`config.mk`:
```
export PLATFORM = sky130hd
export DESIGN_NAME = cmul_seq
export DESIGN_NICKNAME = d
export VERILOG_FILES = /design/src/rtl/cmul_pkg.sv /design/src/rtl/cmul_ctrl.sv /design/src/rtl/cmul_opreg.sv /design/src/rtl/cmul_mac.sv /design/src/rtl/cmul_seq.sv
export SDC_FILE = /design/constraint.sdc
export NUM_CORES = 1
export LEC_CHECK = 0
export ABC_AREA = 1
export BUFFER_PORTS_ARGS = -buffer_cell sky130_fd_sc_hd__buf_2
export CAP_MARGIN = 20
export CORE_MARGIN = 2
export CORE_UTILIZATION = 57
export DETAILED_ROUTE_END_ITERATION = 10
export GPL_ROUTABILITY_DRIVEN = 1
export PLACE_DENSITY = 0.84
export SETUP_SLACK_MARGIN = 0.5
export SYNTH_ARGS = -nofsm -noshare
export SYNTH_HDL_FRONTEND = slang
export SYNTH_HIERARCHICAL = 1
export SYNTH_SLANG_ARGS = --single-unit
```
`constraint.sdc`:
```
create_clock -name clk -period 9.2 [get_ports clk]
set_input_delay 1.84 -clock clk [delete_from_list [all_inputs] [get_ports clk]]
set_output_delay 1.84 -clock clk [all_outputs]
set_load 0.1 [all_outputs]
```
`src/rtl/cmul_pkg.sv`:
```
package cmul_pkg;

    localparam int unsigned OPW = 16;
    localparam int unsigned PRW = 2 * OPW;

    typedef logic signed [OPW-1:0] opnd_t;
    typedef logic signed [PRW-1:0] prod_t;

    typedef enum logic [2:0] {
        ST_IDLE,
        ST_AC,
        ST_BD,
        ST_AD,
        ST_BC
    } state_e;

    typedef enum logic [1:0] {
        MO_AC,
        MO_BD,
        MO_AD,
        MO_BC
    } mop_e;

    typedef struct packed {
        logic en;
        mop_e op;
    } step_t;

    typedef struct packed {
        opnd_t xr;
        opnd_t xi;
        opnd_t yr;
        opnd_t yi;
    } cpair_t;

    function automatic logic step_subtracts(mop_e op);
        return op == MO_BD;
    endfunction

    function automatic logic step_loads(mop_e op);
        return (op == MO_AC) || (op == MO_AD);
    endfunction

    function automatic logic step_to_im(mop_e op);
        return (op == MO_AD) || (op == MO_BC);
    endfunction

endpackage

```
`src/rtl/cmul_ctrl.sv`:
```
module cmul_ctrl
    import cmul_pkg::*;
(
    input  logic  clk,
    input  logic  rst,
    input  logic  start,
    output logic  capture,
    output step_t step,
    output logic  done
);

    state_e state_q, state_d;

    always_comb begin
        state_d = state_q;
        unique case (state_q)
            ST_IDLE: if (start) state_d = ST_AC;
            ST_AC:   state_d = ST_BD;
            ST_BD:   state_d = ST_AD;
            ST_AD:   state_d = ST_BC;
            ST_BC:   state_d = ST_IDLE;
            default: state_d = ST_IDLE;
        endcase
    end

    always_comb begin
        step.en = (state_q != ST_IDLE);
        unique case (state_q)
            ST_BD:   step.op = MO_BD;
            ST_AD:   step.op = MO_AD;
            ST_BC:   step.op = MO_BC;
            default: step.op = MO_AC;
        endcase
    end

    assign capture = (state_q == ST_IDLE) && start;

    always_ff @(posedge clk) begin
        if (rst) begin
            state_q <= ST_IDLE;
            done    <= 1'b0;
        end else begin
            state_q <= state_d;
            done    <= (state_q == ST_BC);
        end
    end

endmodule

```
`src/rtl/cmul_opreg.sv`:
```
module cmul_opreg
    import cmul_pkg::*;
(
    input  logic   clk,
    input  logic   rst,
    input  logic   capture,
    input  cpair_t ops_in,
    output cpair_t ops_q
);

    always_ff @(posedge clk) begin
        if (rst)          ops_q <= '0;
        else if (capture) ops_q <= ops_in;
    end

endmodule

```
`src/rtl/cmul_mac.sv`:
```
module cmul_mac
    import cmul_pkg::*;
(
    input  logic   clk,
    input  logic   rst,
    input  cpair_t ops,
    input  step_t  step,
    output prod_t  acc_re,
    output prod_t  acc_im
);

    opnd_t mul_x, mul_y;
    prod_t prod, base, sum;

    // Operand selection for the single shared multiplier
    always_comb begin
        unique case (step.op)
            MO_AC:   begin mul_x = ops.xr; mul_y = ops.yr; end
            MO_BD:   begin mul_x = ops.xi; mul_y = ops.yi; end
            MO_AD:   begin mul_x = ops.xr; mul_y = ops.yi; end
            default: begin mul_x = ops.xi; mul_y = ops.yr; end
        endcase
    end

    // Full-width signed product: 4.12 x 4.12 is already 8.24
    assign prod = prod_t'(mul_x) * prod_t'(mul_y);

    // Single add/subtract unit shared by both accumulators
    always_comb begin
        if (step_loads(step.op))      base = '0;
        else if (step_to_im(step.op)) base = acc_im;
        else                          base = acc_re;
        sum = step_subtracts(step.op) ? (base - prod) : (base + prod);
    end

    always_ff @(posedge clk) begin
        if (rst) begin
            acc_re <= '0;
            acc_im <= '0;
        end else if (step.en) begin
            if (step_to_im(step.op)) acc_im <= sum;
            else                     acc_re <= sum;
        end
    end

endmodule

```
`src/rtl/cmul_seq.sv`:
```
module cmul_seq
    import cmul_pkg::*;
(
    input  logic              clk,
    input  logic              rst,
    input  logic              start,
    input  logic [OPW-1:0]    op_a_re,
    input  logic [OPW-1:0]    op_a_im,
    input  logic [OPW-1:0]    op_b_re,
    input  logic [OPW-1:0]    op_b_im,
    output logic [PRW-1:0]    prod_re,
    output logic [PRW-1:0]    prod_im,
    output logic              done
);

    logic   capture;
    logic   busy;
    step_t  step;
    cpair_t ops_in, ops_q;
    prod_t  acc_re, acc_im;

    assign ops_in = '{xr: op_a_re, xi: op_a_im, yr: op_b_re, yi: op_b_im};
    assign busy   = step.en;

    cmul_ctrl u_ctrl (
        .clk     (clk),
        .rst     (rst),
        .start   (start),
        .capture (capture),
        .step    (step),
        .done    (done)
    );

    cmul_opreg u_opreg (
        .clk     (clk),
        .rst     (rst),
        .capture (capture),
        .ops_in  (ops_in),
        .ops_q   (ops_q)
    );

    cmul_mac u_mac (
        .clk    (clk),
        .rst    (rst),
        .ops    (ops_q),
        .step   (step),
        .acc_re (acc_re),
        .acc_im (acc_im)
    );

    assign prod_re = acc_re;
    assign prod_im = acc_im;

endmodule

```
==> flow_metrics.env <==
export IMPL_grt_overflow=0
export IMPL_min_period_ns=8.86
export IMPL_numCtsBuffers=17
export IMPL_drive_gt1_share_pct=20.3
export IMPL_cp_startpoint="u_ctrl/state_q[0]"
export IMPL_num_antenna_cells=0
export IMPL_synth_flop_cell="dfxtp_1"
export IMPL_port_buffers=131
export IMPL_endpoint="u_mac/acc_re[30]"
export IMPL_synth_edf_count=0
export IMPL_cts_sinks=132
export IMPL_setup_viol=0
export IMPL_drc=0
export IMPL_status="complete, no violations"
export IMPL_rows=66
export IMPL_place_gp_congestion=0.976
export IMPL_avgViaCountPerCell=5.33
export IMPL_avgSynthCellArea_um2=7.07
export IMPL_cts_root_buf="clkbuf_16"
export IMPL_cp_start_kind="flip-flop"
export IMPL_path_class="reg2reg"
export IMPL_core_area_um2=32700
export IMPL_grt_usage_pct=33.1
export IMPL_layout_setup_ws_ns=0.335
export IMPL_cp_num_cells=46
export IMPL_worst_skew_pair_late_latency_ns=0.43
export IMPL_worst_pin_slew_ns=1.01
export IMPL_slowest_delay_ns=0.54
export IMPL_drt_iter0_markers=1652
export IMPL_cts_tree="built"
export IMPL_rr_endpoint="u_mac/acc_re[30]"
export IMPL_ys_warn_count=6
export IMPL_synth_async_reset_ratio_pct=0
export IMPL_syn_inst=2685
export IMPL_ios=132
export IMPL_cts_path_max_buffers=2
export IMPL_finalCritPeriodShare_pct=96.4
export IMPL_synthToLayoutAreaGrowth_pct=19.7
export IMPL_antenna_left=0
export IMPL_cp_end_kind="flip-flop"
export IMPL_rsz0062_at_grt="yes"
export IMPL_utilization_pct=69.5
export IMPL_r2r_slack_ns=0.34
export IMPL_place_ws_ns=-0.340
export IMPL_dieArea_um2=34800
export IMPL_crit_buf_inv=12
export IMPL_cp_max_fo=11
export IMPL_finalHoldViolCount=0
export IMPL_syn_area_um2=19000
export IMPL_clock_skew_ns=0.0134
export IMPL_slew_headroom_pct=32.2
export IMPL_hold_path_depth=2
export IMPL_synth_yosys_seq_area_share_pct=13.9
export IMPL_syn_nets=3133
export IMPL_reg2reg_depth=46
export IMPL_firstDrtPassIters=6
export IMPL_grt_pass1_wl_um=92600
export IMPL_hold_path_class="reg2reg"
export IMPL_critPathRequiredTime_ns=9.57
export IMPL_ys_types=53
export IMPL_grt_max_degree=100
export IMPL_antenna_found_initial=0
export IMPL_cts_clk_slew_worst_paths_ns=0.07
export IMPL_ys_ff_latch=132
export IMPL_die_x_um=186
export IMPL_timing_rr_start="u_ctrl/state_q[0]"
export IMPL_routedWlPerCell_um=16.7
export IMPL_hpwl_um=45100
export IMPL_grt_pass1_vias=18400
export IMPL_start_util_pct=58.1
export IMPL_fin_nets=3402
export IMPL_worst_path_most_repeated_cell="inv_1"
export IMPL_drv_slew=0
export IMPL_cts_hold_buffers_added=0
export IMPL_max_cap_violations=0
export IMPL_arrival_ns=9.24
export IMPL_cp_slowest_cell="fa_1"
export IMPL_fmax_ghz=0.113
export IMPL_wl_um=56800
export IMPL_dieHeight_um=186
export IMPL_path_delay_family="adder cells"
export IMPL_timing_hold_ws_ns=0.469
export IMPL_num_vias=18200
export IMPL_cts_htree_levels=4
==> routing by layer <==
metal / global-route usage, % / part of all wire (%) / up-vias
met5: 0 / 0 / -
met4: 10.5 / 2.7 / 0
met3: 4.93 / 8.3 / 110
met2: 53.6 / 46 / 786
met1: 45.9 / 43 / 8749
li1: - / - / 8536
==> state kept, by name (all words and copies together), names as in the netlist <==
signal / count
u_ctrl/done: 1
u_mac/acc_re: 32
u_mac/acc_im: 32
u_ctrl/state_q: 3
u_opreg/ops_q: 64
==> area by class of cell <==
cell class                 count  area, um2
sequential                   132       2650
fill                        2782       9990
inverter                     644       2440
multi-input combinational   1836      14300
tap                          442        553
clock buffer                  17        425
timing repair buffer         323       2160
clock inverter                15        194
==> cells in the final DEF, fill, tap and decap left out, drive strengths merged, types with 4 or more instances in the layout <==
cell / instances
a21o: 13
a21oi: 101
a31oi: 7
buf: 323
clkbuf: 17
clkinv: 13
dfxtp: 132
fa: 263
ha: 118
inv: 640
nand2: 542
nand3: 74
nand3b: 4
nand4: 23
nor2: 411
nor3: 20
o211ai: 18
o21ai: 136
o21bai: 4
or2: 14
xnor2: 19
xor2: 46
==> Yosys cell counts, types with 13 or more instances <==
library cell / number / share of area, %
dfxtp_1: 132 / 14
nand2_2: 28 / 0.92
o21ai_1: 27 / 0.71
a21o_1: 13 / 0.51
xnor2_1: 19 / 0.88
clkinv_1: 14 / 0.28
nor2_1: 398 / 7.9
a21oi_1: 97 / 2.6
inv_2: 15 / 0.30
inv_1: 615 / 12
o211ai_1: 18 / 0.71
nand3_1: 69 / 1.8
nand2_1: 514 / 10
fa_1: 263 / 28
clkbuf_1: 49 / 0.97
o21ai_0: 108 / 2.8
xor2_1: 45 / 2.1
nand4_1: 22 / 0.73
ha_1: 118 / 7.8
buf_6: 13 / 0.77
nor3_1: 13 / 0.34
==> repair_timing <==
action	4_1_cts	5_1_grt
pin swaps	18	35
buffers inserted	36	11
resized for setup	97	106
cloned	0	0
setup endpoints to repair	32	34
==> tightest hold or removal path, stage by stage (launching register included) <==
cell     delay [ns]
dfxtp_1        0.31
nor2_1         0.08
nor2_1         0.05
==> cells by family after synthesis <==
group | Yosys count | share of synthesized area (%)
AO/OA/AOI/OAI | 293 | 8.63
XOR/XNOR | 65 | 3.04
adder cells (fa/ha/maj) | 381 | 35.5
buffers and inverters | 717 | 14.8
flip-flops | 132 | 13.9
AND/OR/NAND/NOR | 1097 | 24.1
==> through the flow <==
| stage | std cells | area, um2 | setup TNS, ns |
|---|---|---|---|
| 2_1_floorplan | 2685 | 19000 | 0 |
| 3_3_place_gp | 3330 | 20900 | -0.229 |
| 3_5_place_dp | 3330 | 20900 | -1.89 |
| 4_1_cts | 3398 | 22200 | 0 |
| 5_1_grt | 3409 | 22700 | -1.00 |
| 6_report | 3409 | 22700 | 0 |
==> worst min path at each step <==
stage,startpoint,to,slack [ns]
after floorplan,u_opreg/ops_q[37],u_opreg/ops_q[37],0.44
after global placement,u_opreg/ops_q[43],u_opreg/ops_q[43],0.45
after detailed placement,u_opreg/ops_q[43],u_opreg/ops_q[43],0.46
after CTS,u_opreg/ops_q[43],u_opreg/ops_q[43],0.47
after global routing,u_opreg/ops_q[11],u_opreg/ops_q[11],0.49
final,u_opreg/ops_q[48],u_opreg/ops_q[48],0.47
Power is left out: the tool's default activity adds up to more than one toggle a clock period on the data nets, which glitch-free logic cannot reach.
